**src/rtl/mdio_pkg.sv**
```systemverilog
package mdio_pkg;

  typedef enum logic [2:0] {
    ST_HUNT,
    ST_START,
    ST_OPCODE,
    ST_PHYAD,
    ST_REGAD,
    ST_TURN,
    ST_DATA
  } mdio_state_t;

  localparam logic [1:0] OPC_READ  = 2'b10;
  localparam logic [1:0] OPC_WRITE = 2'b01;

  localparam int REG_CTRL    = 0;
  localparam int REG_STATUS  = 1;
  localparam int REG_ID_HI   = 2;
  localparam int REG_ID_LO   = 3;
  localparam int REG_ADV     = 4;
  localparam int REG_PARTNER = 5;
  localparam int REG_DIAG    = 18;

  localparam logic [15:0] RST_CTRL  = 16'h3100;
  localparam logic [15:0] RST_ID_HI = 16'h0300;
  localparam logic [15:0] RST_ID_LO = 16'hE400;
  localparam logic [15:0] RST_ADV   = 16'h01E1;

  localparam logic [15:0] STATUS_FIXED = 16'h7828;
  localparam logic [15:0] PARTNER_ACK  = 16'h4000;
  localparam logic [15:0] ADV_ABIL_MSK = 16'h01E0;

endpackage

```
**src/rtl/mdio_sync.sv**
```systemverilog
module mdio_sync #(
  parameter int STAGES = 2
) (
  input  logic clk,
  input  logic rst,
  input  logic mdc,
  input  logic mdio_in,
  output logic bit_rise,
  output logic bit_val
);

  logic [STAGES-1:0] mdc_pipe;
  logic [STAGES-1:0] dat_pipe;
  logic              mdc_prev;

  genvar g;
  generate
    for (g = 0; g < STAGES; g++) begin : g_stage
      if (g == 0) begin : g_first
        always_ff @(posedge clk) begin
          if (rst) begin
            mdc_pipe[0] <= 1'b0;
            dat_pipe[0] <= 1'b1;
          end else begin
            mdc_pipe[0] <= mdc;
            dat_pipe[0] <= mdio_in;
          end
        end
      end else begin : g_next
        always_ff @(posedge clk) begin
          if (rst) begin
            mdc_pipe[g] <= 1'b0;
            dat_pipe[g] <= 1'b1;
          end else begin
            mdc_pipe[g] <= mdc_pipe[g-1];
            dat_pipe[g] <= dat_pipe[g-1];
          end
        end
      end
    end
  endgenerate

  always_ff @(posedge clk) begin
    if (rst) begin
      mdc_prev <= 1'b0;
      bit_rise <= 1'b0;
      bit_val  <= 1'b1;
    end else begin
      mdc_prev <= mdc_pipe[STAGES-1];
      bit_rise <= mdc_pipe[STAGES-1] & ~mdc_prev;
      bit_val  <= dat_pipe[STAGES-1];
    end
  end

endmodule

```
**src/rtl/mdio_regfile.sv**
```systemverilog
module mdio_regfile
  import mdio_pkg::*;
#(
  parameter int AW = 5,
  parameter int DW = 16
) (
  input  logic          clk,
  input  logic          rst,
  input  logic          link_up,
  input  logic          wr_en,
  input  logic [AW-1:0] wr_addr,
  input  logic [DW-1:0] wr_data,
  input  logic [AW-1:0] rd_addr,
  output logic [DW-1:0] rd_data
);

  localparam int DEPTH = 1 << AW;

  logic [DW-1:0] mem [DEPTH];
  logic [DW-1:0] adv;
  logic [DW-1:0] status_w;
  logic [DW-1:0] partner_w;
  logic [DW-1:0] diag_w;
  logic [DW-1:0] lookup;

  function automatic logic [DW-1:0] init_word(input int idx);
    case (idx)
      REG_CTRL:  return DW'(RST_CTRL);
      REG_ID_HI: return DW'(RST_ID_HI);
      REG_ID_LO: return DW'(RST_ID_LO);
      REG_ADV:   return DW'(RST_ADV);
      default:   return '0;
    endcase
  endfunction

  always_ff @(posedge clk) begin
    if (rst) begin
      for (int i = 0; i < DEPTH; i++) begin
        mem[i] <= init_word(i);
      end
    end else if (wr_en) begin
      mem[wr_addr] <= wr_data;
    end
  end

  assign adv = mem[REG_ADV];

  always_comb begin
    status_w    = DW'(STATUS_FIXED);
    status_w[2] = link_up;
    partner_w   = DW'(PARTNER_ACK) | (adv & DW'(ADV_ABIL_MSK));
    diag_w      = '0;
    diag_w[10]  = adv[7] | adv[8];
    diag_w[11]  = adv[8] | adv[6];
  end

  always_comb begin
    case (int'(rd_addr))
      REG_STATUS:  lookup = status_w;
      REG_PARTNER: lookup = partner_w;
      REG_DIAG:    lookup = diag_w;
      default:     lookup = mem[rd_addr];
    endcase
  end

  always_ff @(posedge clk) begin
    if (rst) rd_data <= '0;
    else     rd_data <= lookup;
  end

endmodule

```
**src/rtl/mdio_frame.sv**
```systemverilog
module mdio_frame
  import mdio_pkg::*;
#(
  parameter int PRE_LEN = 32,
  parameter int PA_W    = 5,
  parameter int RA_W    = 5,
  parameter int DW      = 16
) (
  input  logic            clk,
  input  logic            rst,
  input  logic            bit_rise,
  input  logic            bit_val,
  input  logic [PA_W-1:0] phy_addr,
  input  logic [DW-1:0]   rd_data,
  output logic [RA_W-1:0] reg_addr,
  output logic            wr_en,
  output logic [DW-1:0]   wr_data,
  output logic            mdio_out,
  output logic            mdio_oe,
  output logic            is_read,
  output logic            addr_match,
  output logic            idle
);

  localparam int PCW = $clog2(PRE_LEN + 1);
  localparam int MAXF = (DW > PA_W) ? ((DW > RA_W) ? DW : RA_W) : ((PA_W > RA_W) ? PA_W : RA_W);
  localparam int CW  = $clog2(MAXF);

  mdio_state_t     state;
  logic [PCW-1:0]  pre_cnt;
  logic [CW-1:0]   cnt;
  logic [1:0]      opc;
  logic [PA_W-1:0] pa_sh;
  logic [RA_W-1:0] ra_sh;
  logic [DW-1:0]   dat_sh;
  logic [1:0]      opc_next;
  logic            drive;

  assign opc_next   = {opc[0], bit_val};
  assign is_read    = (opc == OPC_READ);
  assign addr_match = (pa_sh == phy_addr);
  assign drive      = is_read & addr_match;
  assign reg_addr   = ra_sh;
  assign idle       = (state == ST_HUNT);

  always_ff @(posedge clk) begin
    if (rst) begin
      state    <= ST_HUNT;
      pre_cnt  <= '0;
      cnt      <= '0;
      opc      <= '0;
      pa_sh    <= '0;
      ra_sh    <= '0;
      dat_sh   <= '0;
      wr_en    <= 1'b0;
      wr_data  <= '0;
      mdio_out <= 1'b0;
      mdio_oe  <= 1'b0;
    end else begin
      wr_en <= 1'b0;
      if (bit_rise) begin
        case (state)
          ST_HUNT: begin
            if (bit_val) begin
              if (pre_cnt != PCW'(PRE_LEN)) pre_cnt <= pre_cnt + 1'b1;
            end else if (pre_cnt == PCW'(PRE_LEN)) begin
              pre_cnt <= '0;
              state   <= ST_START;
            end else begin
              pre_cnt <= '0;
            end
          end
          ST_START: begin
            cnt   <= '0;
            state <= bit_val ? ST_OPCODE : ST_HUNT;
          end
          ST_OPCODE: begin
            opc <= opc_next;
            if (cnt == CW'(1)) begin
              cnt <= '0;
              if (opc_next == OPC_READ || opc_next == OPC_WRITE) state <= ST_PHYAD;
              else                                               state <= ST_HUNT;
            end else begin
              cnt <= cnt + 1'b1;
            end
          end
          ST_PHYAD: begin
            pa_sh <= {pa_sh[PA_W-2:0], bit_val};
            if (cnt == CW'(PA_W - 1)) begin
              cnt   <= '0;
              state <= ST_REGAD;
            end else begin
              cnt <= cnt + 1'b1;
            end
          end
          ST_REGAD: begin
            ra_sh <= {ra_sh[RA_W-2:0], bit_val};
            if (cnt == CW'(RA_W - 1)) begin
              cnt   <= '0;
              state <= ST_TURN;
            end else begin
              cnt <= cnt + 1'b1;
            end
          end
          ST_TURN: begin
            if (cnt == '0) begin
              cnt <= CW'(1);
              if (drive) begin
                mdio_oe  <= 1'b1;
                mdio_out <= 1'b0;
                dat_sh   <= rd_data;
              end
            end else begin
              cnt   <= '0;
              state <= ST_DATA;
              if (drive) begin
                mdio_out <= dat_sh[DW-1];
                dat_sh   <= {dat_sh[DW-2:0], 1'b0};
              end
            end
          end
          ST_DATA: begin
            if (drive) begin
              if (cnt == CW'(DW - 1)) begin
                mdio_oe  <= 1'b0;
                mdio_out <= 1'b0;
              end else begin
                mdio_out <= dat_sh[DW-1];
                dat_sh   <= {dat_sh[DW-2:0], 1'b0};
              end
            end else begin
              dat_sh <= {dat_sh[DW-2:0], bit_val};
            end
            if (cnt == CW'(DW - 1)) begin
              cnt     <= '0;
              pre_cnt <= '0;
              state   <= ST_HUNT;
              if (!is_read && addr_match) begin
                wr_en   <= 1'b1;
                wr_data <= {dat_sh[DW-2:0], bit_val};
              end
            end else begin
              cnt <= cnt + 1'b1;
            end
          end
          default: state <= ST_HUNT;
        endcase
      end
    end
  end

endmodule

```
**src/rtl/mdio_phy_resp.sv**
```systemverilog
module mdio_phy_resp #(
  parameter int PRE_LEN     = 32,
  parameter int PA_W        = 5,
  parameter int RA_W        = 5,
  parameter int DW          = 16,
  parameter int SYNC_STAGES = 2
) (
  input  logic            clk,
  input  logic            rst,
  input  logic            mdc,
  input  logic            mdio_in,
  input  logic            link_up,
  input  logic [PA_W-1:0] phy_addr,
  output logic            mdio_out,
  output logic            mdio_oe
);

  logic            mdc_rise;
  logic            mdio_bit;
  logic [RA_W-1:0] reg_addr;
  logic            wr_en;
  logic [DW-1:0]   wr_data;
  logic [DW-1:0]   rd_data;
  logic            fr_is_read;
  logic            fr_match;
  logic            fr_idle;

  mdio_sync #(
    .STAGES (SYNC_STAGES)
  ) u_sync (
    .clk      (clk),
    .rst      (rst),
    .mdc      (mdc),
    .mdio_in  (mdio_in),
    .bit_rise (mdc_rise),
    .bit_val  (mdio_bit)
  );

  mdio_frame #(
    .PRE_LEN (PRE_LEN),
    .PA_W    (PA_W),
    .RA_W    (RA_W),
    .DW      (DW)
  ) u_frame (
    .clk        (clk),
    .rst        (rst),
    .bit_rise   (mdc_rise),
    .bit_val    (mdio_bit),
    .phy_addr   (phy_addr),
    .rd_data    (rd_data),
    .reg_addr   (reg_addr),
    .wr_en      (wr_en),
    .wr_data    (wr_data),
    .mdio_out   (mdio_out),
    .mdio_oe    (mdio_oe),
    .is_read    (fr_is_read),
    .addr_match (fr_match),
    .idle       (fr_idle)
  );

  mdio_regfile #(
    .AW (RA_W),
    .DW (DW)
  ) u_regs (
    .clk     (clk),
    .rst     (rst),
    .link_up (link_up),
    .wr_en   (wr_en),
    .wr_addr (reg_addr),
    .wr_data (wr_data),
    .rd_addr (reg_addr),
    .rd_data (rd_data)
  );

endmodule

```
**config.mk**
```make
export PLATFORM = sky130hd
export DESIGN_NAME = mdio_phy_resp
export DESIGN_NICKNAME = d
export VERILOG_FILES = /design/src/rtl/mdio_pkg.sv /design/src/rtl/mdio_sync.sv /design/src/rtl/mdio_regfile.sv /design/src/rtl/mdio_frame.sv /design/src/rtl/mdio_phy_resp.sv
export SDC_FILE = /design/constraint.sdc
export NUM_CORES = 1
export LEC_CHECK = 0
export BUFFER_PORTS_ARGS = -buffer_cell sky130_fd_sc_hd__buf_2
export CORE_UTILIZATION = 41
export DETAILED_ROUTE_END_ITERATION = 16
export PLACE_DENSITY = 0.67
export SLEW_MARGIN = 20
export SYNTH_ARGS = -nofsm -noshare
export SYNTH_HDL_FRONTEND = slang
export SYNTH_HIERARCHICAL = 1
export SYNTH_SLANG_ARGS = --single-unit
```
**constraint.sdc**
```tcl
create_clock -name clk -period 3 [get_ports clk]
set_input_delay 0.3 -clock clk [delete_from_list [all_inputs] [get_ports clk]]
set_output_delay 0.3 -clock clk [all_outputs]
set_load 0.02 [all_outputs]
```
==> results.py, run 1 <==
metrics = {
    "run_status": {
        "status": "finished, final reports clean",
    },
    "global_route": {
        "grt.total_usage": 0.210,
        "grtUsageMet3": 0.0276,
        "gr-max-usage-layer": "met2",
        "grt_antenna_before_repair": 2,
        "grt_overflow_total": 0,
        "grt_pass1_vias": 15700,
        "met2_usage": 0.333,
        "grt_use_met1": 0.291,
        "grt_max_degree": 102,
        "grt_pass1_wl_mm": 104,
    },
    "critical_path": {
        "cp_data_arrival_time_ns": 3.06,
        "required_ns": 3.53,
        "worstSetupStartpointType": "flop",
        "r2r-start": "u_frame/reg_addr[3]",
        "crit_chain": "or3b_1, buf_4, o221ai_1, a21oi_1, o21ai_0, nor4bb_1",
        "path_buf_inv": 1,
        "worst_r2r_path_depth": 6,
        "critPathMaxStageDelay_ns": 0.68,
        "rrSetupSlack_ns": 0.46,
        "cp_max_fo": 11,
        "cp_top_family": "simple AND/OR/NAND/NOR gates",
        "cpMaxStageDelayCell": "or3b_1",
        "crit_start": "u_frame/reg_addr[3]",
        "cp-end-kind": "flop",
        "r2r-end": "u_regs/rd_data[3]",
        "crit_type": "reg -> reg",
    },
    "floorplanning": {
        "io_pins": 12,
        "core_sq_um": 65700,
        "die_h_microns": 260,
        "num_rows": 94,
        "die-area_sq_um": 67500,
        "initial_core_util": 0.415,
        "die_w_microns": 260,
    },
    "logic_synthesis": {
        "synth_warnings": 6,
        "syn_area_sq_um": 27300,
        "netlist_instances": 1922,
        "synth_nets": 1937,
        "syn_avg_cell_area_sq_um": 14.2,
    },
    "placement": {
        "portBuffers": 11,
        "gp_congestion": 0.926,
        "dp_hpwl_mm": 44.1,
    },
    "min_path": {
        "min_path_type": "in -> reg",
        "min_path_cells": 4,
        "min_from": "phy_addr[2]",
        "holdPathEnd": "u_frame/wr_en",
    },
    "cells_and_area": {
        "n_antenna_cell": 0,
        "final_layout_size_suffix_gt1_frac": 0.190,
        "area_delta_synth_final_pct": 10.9,
        "regArea_sq_um": 17100,
        "nFillCells": 5666,
        "nNetsFinal": 1935,
        "fin_util": 0.460,
        "multi_input_area_sq_um": 9450,
    },
    "route": {
        "drc": 0,
        "vias": 16300,
        "drt_iter0_drc": 1751,
        "detail_route.wl_per_cell_microns": 25.0,
        "viasPerCell": 5.74,
        "finalWirelength_mm": 70.9,
        "ant_nets": 0,
        "firstDrtPassIters": 5,
    },
    "power_and_ir_drop": {
        "irDropWorstVdd_mv": 0.476,
        "power_density_nw_per_um2": 557,
        "leakagePower_nw": 10.1,
    },
    "cts": {
        "cts_made_buffers": 58,
        "cts_buffer_depth": 3,
        "htree_levels": 2,
        "cts.clk_slew.worst_paths_ns": 0.06,
        "cts_resized": 0,
        "cts.sinks": 595,
        "clkLatencyLatePin_ns": 0.63,
        "cts_tree": "yes",
        "clockRootBuffer": "clkbuf_16",
    },
    "job": {
        "cap_violations": 0,
    },
    "sta": {
        "fmax_ghz": 0.394,
        "final.period_utilization": 0.845,
        "slew-limit-headroom": 0.265,
        "finalSetupTns_ns": 0,
        "grt_setup_unrepaired": "no",
        "worstMarginPinSlew_ns": 1.10,
        "final.setup_skew_ns": 0.0257,
        "maxSlewViolCount": 0,
        "setup_viol": 0,
        "fin_crit_ns": 2.54,
        "hold_violations": 0,
    },
}
## routing by layer
layer | part of all wire | wire length, microns | vias up
li1 | - | - | 7041
met1 | 0.41 | 29200 | 8409
met2 | 0.48 | 33800 | 675
met3 | 0.073 | 5160 | 128
met4 | 0.038 | 2690 | 0
met5 | 0 | 0 | -
## tightest hold or removal path, delay by kind of cell
| kind | cells | cell delay (ns) |
|---|---|---|
| and+or+nand+nor | 2 | 0.20 |
| buffers and inverters | 1 | 0.10 |
| xor gates and xnor gates | 1 | 0.08 |
## layout make-up
cell class / count / share of cell area
tap: 864 / 0.0358
clock buffer: 76 / 0.0517
inverter: 11 / 0.00137
clock inverter: 31 / 0.00720
sequential: 595 / 0.564
timing repair buffer: 98 / 0.0271
multi-input combinational: 1156 / 0.313
## metrics by stage
step	worst slack [ns]	power, mW	area (sq um)	hold WS, ns	cells
6_report	0.464	16.8	30200	0.137	2831
5_1_grt	0.424	17.3	30200	0.160	2831
4_1_cts	0.509	17.0	30200	0.112	2831
3_5_place_dp	0.516	10.1	28400	0.388	2721
3_3_place_gp	0.509	10.1	28400	0.384	2721
2_1_floorplan	0.823	9.84	27300	0.371	1922
## worst max-delay path by stage
stage / end / depth (start not counted)
global route: u_regs/rd_data[3] / 6
finish: u_regs/rd_data[3] / 6
floorplan: u_regs/rd_data[0] / 5
CTS: u_regs/rd_data[6] / 5
detailed placement: u_regs/rd_data[3] / 6
global placement: u_regs/rd_data[3] / 6
## registers in the layout, indices dropped and copies added (netlist names), 2 cells and up
signal / cells
u_regs/mem: 512
u_frame/dat_sh: 16
u_frame/wr_data: 16
u_regs/rd_data: 16
u_frame/pre_cnt: 6
u_frame/pa_sh: 5
u_frame/reg_addr: 5
u_frame/cnt: 4
u_frame/state: 3
u_frame/opc: 2
u_sync/dat_pipe: 2
u_sync/mdc_pipe: 2
## where the power goes
part	internal, mW	total [mW]	switching [mW]
Clock	3.83	6.94	3.11
Sequential	9.31	9.43	0.117
Combinational	0.172	0.471	0.300
## timing repair
action | CTS | global route
endpoints found under the hold margin | 3 | 0
hold buffers | 3 | 0
buffers inserted | 0 | 0
## cells in the final DEF (no fill, tap or decap), types with 6 or more instances in the layout
cell type / count
a211oi_1: 6
a21oi_1: 29
a21oi_2: 14
a22o_1: 23
a32o_1: 7
and2_1: 501
and3_1: 7
buf_12: 8
buf_2: 10
buf_4: 77
clkbuf_1: 11
clkbuf_16: 58
clkinv_1: 13
clkinv_2: 12
dfxtp_1: 69
dfxtp_2: 12
edfxtp_1: 512
inv_1: 10
mux2i_1: 75
mux4_2: 121
nand2_1: 42
nand2b_1: 8
nand3_1: 45
nand3b_1: 7
nor2_1: 83
nor2b_1: 14
o21ai_0: 11
o21ai_1: 6
o221ai_1: 16
or2_2: 32
or3_1: 22
or3b_1: 6
(Power assumes the default switching activity.)
==> inputs of run 2 (changes only) <==
clock period = 2.4 ns   (was 3 ns; I/O delays follow)
==> run 2 against run 1 <==
Net effect: wire length up 0.56%; register-to-register slack got worse by 0.40 ns; die area stayed put; design area rose by 1.6%; largest cell class unchanged; largest power group unchanged; highest routed layer unchanged.
==> results.py, run 2 (synthesis results as in run 1) <==
metrics = {
    "placement": {
        "placedCellCount": 2745,
        "place_area_sq_um": 28600,
        "gp_congestion": 0.878,
        "dp_hpwl_mm": 44.6,
        "dp_slack_ns": 0.00847,
        "portBuffers": 11,
    },
    "critical_path": {
        "cp_max_fo": 15,
        "crit_start": "u_frame/reg_addr[0]",
        "required_ns": 2.88,
        "cp-end-kind": "flop",
        "cp_data_arrival_time_ns": 2.81,
        "crit_type": "reg -> reg",
        "worst_r2r_path_depth": 6,
        "r2r-start": "u_frame/reg_addr[0]",
        "worstSetupStartpointType": "flop",
        "r2r-end": "u_regs/rd_data[13]",
        "cp-endpoint": "u_regs/rd_data[13]",
        "rrSetupSlack_ns": 0.06,
    },
    "power_and_ir_drop": {
        "irDropWorstVdd_mv": 0.532,
        "leakagePower_nw": 10.3,
        "combPwrFrac": 0.027,
        "p_clk_frac": 0.440,
        "power_density_nw_per_um2": 722,
        "switching_share": 0.208,
        "intPower_mw": 17.6,
        "power_mw": 22.2,
        "p_sw_mw": 4.60,
        "power_frac_seq": 0.533,
    },
    "cells_and_area": {
        "multi_input_area_sq_um": 9460,
        "area_delta_synth_final_pct": 12.6,
        "nNetsFinal": 1962,
        "layout_commonest_cell": "edfxtp_1",
        "final_layout_size_suffix_gt1_frac": 0.204,
        "fin_util": 0.467,
        "nFillCells": 5653,
        "most-common-layout-cells": "512 x edfxtp_1, 501 x and2_1, 121 x mux4_2",
        "design_area_sq_um": 30700,
        "fin_cells": 2861,
        "largest_reg_flops": 512,
        "regMostFlops": "u_regs/mem",
        "regArea_sq_um": 17100,
    },
    "cts": {
        "cts.sinks": 595,
        "postCtsSetupBuffers": 0,
        "cts_made_buffers": 61,
        "clockRootBuffer": "clkbuf_16",
        "cts_buffer_depth": 3,
        "cts.clk_slew.worst_paths_ns": 0.06,
        "clkLatencyLatePin_ns": 0.63,
        "htree_levels": 2,
        "cts_tree": "yes",
    },
    "route": {
        "firstDrtPassIters": 6,
        "finalWirelength_mm": 71.3,
        "viasPerCell": 5.70,
        "drc": 0,
        "vias": 16300,
        "detail_route.wl_per_cell_microns": 24.9,
        "drt_iter0_drc": 1749,
        "ant_nets": 0,
    },
    "global_route": {
        "grt_max_degree": 70,
        "grt_use_met1": 0.292,
        "grt_antenna_before_repair": 5,
        "grt_overflow_total": 0,
        "grt_pass1_wl_mm": 105,
        "gr-max-usage-layer": "met2",
        "grt_pass1_vias": 16000,
        "grtUsageMet3": 0.0270,
        "grt.total_usage": 0.211,
        "met2_usage": 0.341,
    },
    "sta": {
        "finalSetupTns_ns": 0,
        "layout_setup_ws_ns": 0.0643,
        "hold_violations": 0,
        "maxSlewViolCount": 0,
        "fin_crit_ns": 2.34,
        "fmax_ghz": 0.428,
        "setup_viol": 0,
        "worstMarginPinSlew_ns": 0.966,
        "slew-limit-headroom": 0.356,
        "grt_setup_unrepaired": "no",
        "final.setup_skew_ns": 0.0207,
        "holdWs_ns": 0.0556,
        "final.period_utilization": 0.973,
    },
    "run_status": {
        "status": "finished, final reports clean",
    },
    "floorplanning": {
        "die_w_microns": 260,
        "num_rows": 94,
        "die-area_sq_um": 67500,
        "io_pins": 12,
        "initial_core_util": 0.415,
        "die_h_microns": 260,
        "core_sq_um": 65700,
    },
    "job": {
        "cap_violations": 0,
    },
    "min_path": {
        "min_path_type": "in -> reg",
    },
}
==> run 2: cell type report <==
class | count | area share
antenna | 2 | 0.000163
clock buffer | 74 | 0.0533
clock inverter | 37 | 0.0132
inverter | 11 | 0.00134
multi-input combinational | 1156 | 0.308
sequential | 595 | 0.555
tap | 864 | 0.0352
timing repair buffer | 122 | 0.0333
==> run 2: per-layer routing <==
metal / vias up / wire, microns
li1: 7092 / -
met1: 8413 / 29500
met2: 663 / 34300
met3: 133 / 4960
met4: 0 / 2560
met5: - / 0
==> run 2: how the worst min path moves through the flow <==
stage                          startpoint            endpoint  cells past startpoint
after floorplan                       rst  u_sync/mdc_pipe[0]                      1
after global placement    u_sync/mdc_prev     u_sync/bit_rise                      1
after detailed placement  u_sync/mdc_prev     u_sync/bit_rise                      1
after CTS                     phy_addr[2]       u_frame/wr_en                      4
after global routing          phy_addr[2]       u_frame/wr_en                      4
final                         phy_addr[2]       u_frame/wr_en                      4
==> run 2: what timing repair did <==
item / in CTS / in global routing
hold buffers: 3 / 0
setup endpoints to repair: 0 / 2
endpoints found under the hold margin: 3 / 0
gates resized for setup: 0 / 2
==> run 2: worst max-delay path, cell delays in order (launching register included) <==
cell and delay [ns]:
dfxtp_4 0.40, buf_12 0.19, mux4_2 0.52, mux2_2 0.33, a221oi_1 0.45, buf_4 0.20
a211oi_1 0.07
==> run 2: power by group through the flow <==
stage / clock network [mW] / registers [mW] / logic, mW
floorplan: 0 / 11.9 / 0.383
global placement: 0 / 12.0 / 0.579
detailed placement: 0 / 12.0 / 0.591
CTS: 9.90 / 11.8 / 0.597
global route: 10.3 / 11.8 / 0.625
finish: 9.76 / 11.8 / 0.597
==> inputs of run 3 (changes only) <==
CORE_UTILIZATION = 45   (was 41)
PLACE_DENSITY = 0.71   (was 0.67)
==> run 3 against run 2 <==
Net effect: core utilization grew 5.0 points; count of clock-buffer cells in the layout up 8; highest routed layer unchanged; fmax up 0.56%; largest cell class unchanged; critical path type unchanged; combinational power grew 4.4%; via count up 2.5%; worst setup slack better by 0.013 ns; non-clock buffer count up 22.
==> results.py, run 3 (synthesis results as in run 1) <==
metrics = {
    "floorplanning": {
        "io_pins": 12,
        "die_w_microns": 248,
        "die_h_microns": 248,
        "die-area_sq_um": 61600,
        "initial_core_util": 0.458,
        "core_sq_um": 59500,
        "num_rows": 89,
    },
    "cts": {
        "cts_buffer_depth": 3,
        "clockRootBuffer": "clkbuf_16",
        "cts_tree": "yes",
        "cts.sinks": 595,
        "htree_levels": 2,
        "clkLatencyLatePin_ns": 0.64,
        "cts_made_buffers": 58,
        "cts.clk_slew.worst_paths_ns": 0.06,
    },
    "placement": {
        "place_area_sq_um": 28800,
        "portBuffers": 11,
        "dp_slack_ns": 0.0310,
        "dp_hpwl_mm": 45.1,
        "gp_congestion": 0.911,
    },
    "critical_path": {
        "r2r-end": "u_regs/rd_data[12]",
        "cp-endpoint": "u_regs/rd_data[12]",
        "required_ns": 2.89,
        "worst_r2r_path_depth": 5,
        "cp_data_arrival_time_ns": 2.82,
        "cp-end-kind": "flop",
        "r2r-start": "u_frame/reg_addr[0]",
        "crit_type": "reg -> reg",
        "rrSetupSlack_ns": 0.08,
        "worstSetupStartpointType": "flop",
        "cp_max_fo": 14,
        "crit_start": "u_frame/reg_addr[0]",
    },
    "global_route": {
        "grt_pass1_vias": 16300,
        "grt.total_usage": 0.237,
        "grt_pass1_wl_mm": 107,
        "grt_max_degree": 102,
        "grt_antenna_before_repair": 2,
        "grt_overflow_total": 0,
    },
    "min_path": {
        "min_path_cells": 4,
        "min_path_type": "in -> reg",
    },
    "cells_and_area": {
        "design_area_sq_um": 30800,
        "area_delta_synth_final_pct": 12.9,
        "regMostFlops": "u_regs/mem",
        "fin_util": 0.517,
        "final_layout_size_suffix_gt1_frac": 0.205,
        "most-common-layout-cells": "512 x edfxtp_1, 501 x and2_1, 121 x mux4_2",
        "largest_reg_flops": 512,
        "layout_commonest_cell": "edfxtp_1",
        "nNetsFinal": 1981,
    },
    "sta": {
        "maxSlewViolCount": 0,
        "final.setup_skew_ns": 0.0299,
        "setup_viol": 0,
        "worstMarginPinSlew_ns": 0.934,
        "final.period_utilization": 0.968,
        "slew-limit-headroom": 0.377,
        "fmax_ghz": 0.431,
        "hold_violations": 0,
        "layout_setup_ws_ns": 0.0773,
        "grt_setup_unrepaired": "yes",
        "fin_crit_ns": 2.32,
    },
    "power_and_ir_drop": {
        "leakagePower_nw": 10.4,
        "power_mw": 21.8,
        "power_density_nw_per_um2": 709,
        "irDropWorstVdd_mv": 0.534,
    },
    "route": {
        "finalWirelength_mm": 71.7,
        "ant_nets": 0,
        "detail_route.wl_per_cell_microns": 25.7,
        "drc": 0,
        "vias": 16700,
        "viasPerCell": 5.99,
        "firstDrtPassIters": 6,
        "drt_iter0_drc": 2378,
    },
    "job": {
        "cap_violations": 0,
    },
    "run_status": {
        "status": "finished, final reports clean",
    },
}
[run 3: changes by cell type in the layout (fill, tap and decap cells not counted), sizes merged]
| cell | previous run | this run |
|---|---|---|
| buf | 119 | 141 |
| clkbuf | 74 | 82 |
| clkinvlp | 5 | 1 |
| inv | 14 | 11 |
| clkinv | 21 | 19 |
| bufinv | 8 | 7 |
| diode | 2 | 1 |
[run 3: routing by layer]
| layer | part of all wire | track usage | wire (microns) |
|---|---|---|---|
| met5 | 0 | 0 | 0 |
| met4 | 0.037 | 0.0906 | 2660 |
| met3 | 0.099 | 0.0358 | 7080 |
| met2 | 0.45 | 0.361 | 32600 |
| met1 | 0.41 | 0.342 | 29300 |
[run 3: what timing repair did]
item | 4_1_cts | 5_1_grt
endpoints found under the setup margin | 0 | 7
hold endpoints to repair | 3 | 0
setup buffers | 0 | 1
gates resized for setup | 0 | 2
hold buffers | 3 | 0
[run 3: where the power goes]
group	internal, mW	total (mW)	switching (mW)
Clock	5.45	9.39	3.94
Sequential	11.6	11.8	0.159
Combinational	0.240	0.623	0.383
[run 3: worst min path at each step]
stage | end | slack [ns] | start
floorplan | u_sync/mdc_pipe[0] | 0.31 | rst
global placement | u_sync/bit_rise | 0.39 | u_sync/mdc_prev
detailed placement | u_sync/bit_val | 0.39 | u_sync/dat_pipe[1]
CTS | u_frame/wr_en | 0.03 | phy_addr[2]
global route | u_frame/wr_en | 0.08 | phy_addr[0]
finish | u_frame/wr_en | 0.04 | phy_addr[2]
[run 3: final cells by class]
type                            count  area [sq um]
Clock inverter                     27           333
Clock buffer                       82          1620
Timing Repair Buffer              144          1310
Sequential cell                   595         17100
Fill cell                        4767         28700
Antenna cell                        1          2.50
Inverter                           11          41.3
Multi-Input combinational cell   1156          9450
Tap cell                          773           967
[run 3: worst max-delay path, cell delays in order (launching register included)]
cell	delay, ns
dfxtp_4	0.58
buf_12	0.23
mux4_2	0.52
mux2_2	0.34
a221oi_1	0.40
a211oi_1	0.11
[run 3: per-stage QoR]
step / TNS (ns) / hold slack (ns) / std cells
floorplan: 0 / 0.312 / 1922
global placement: 0 / 0.387 / 2675
detailed placement: 0 / 0.393 / 2675
CTS: 0 / 0.0291 / 2787
global route: -0.0151 / 0.0773 / 2788
finish: 0 / 0.0424 / 2789
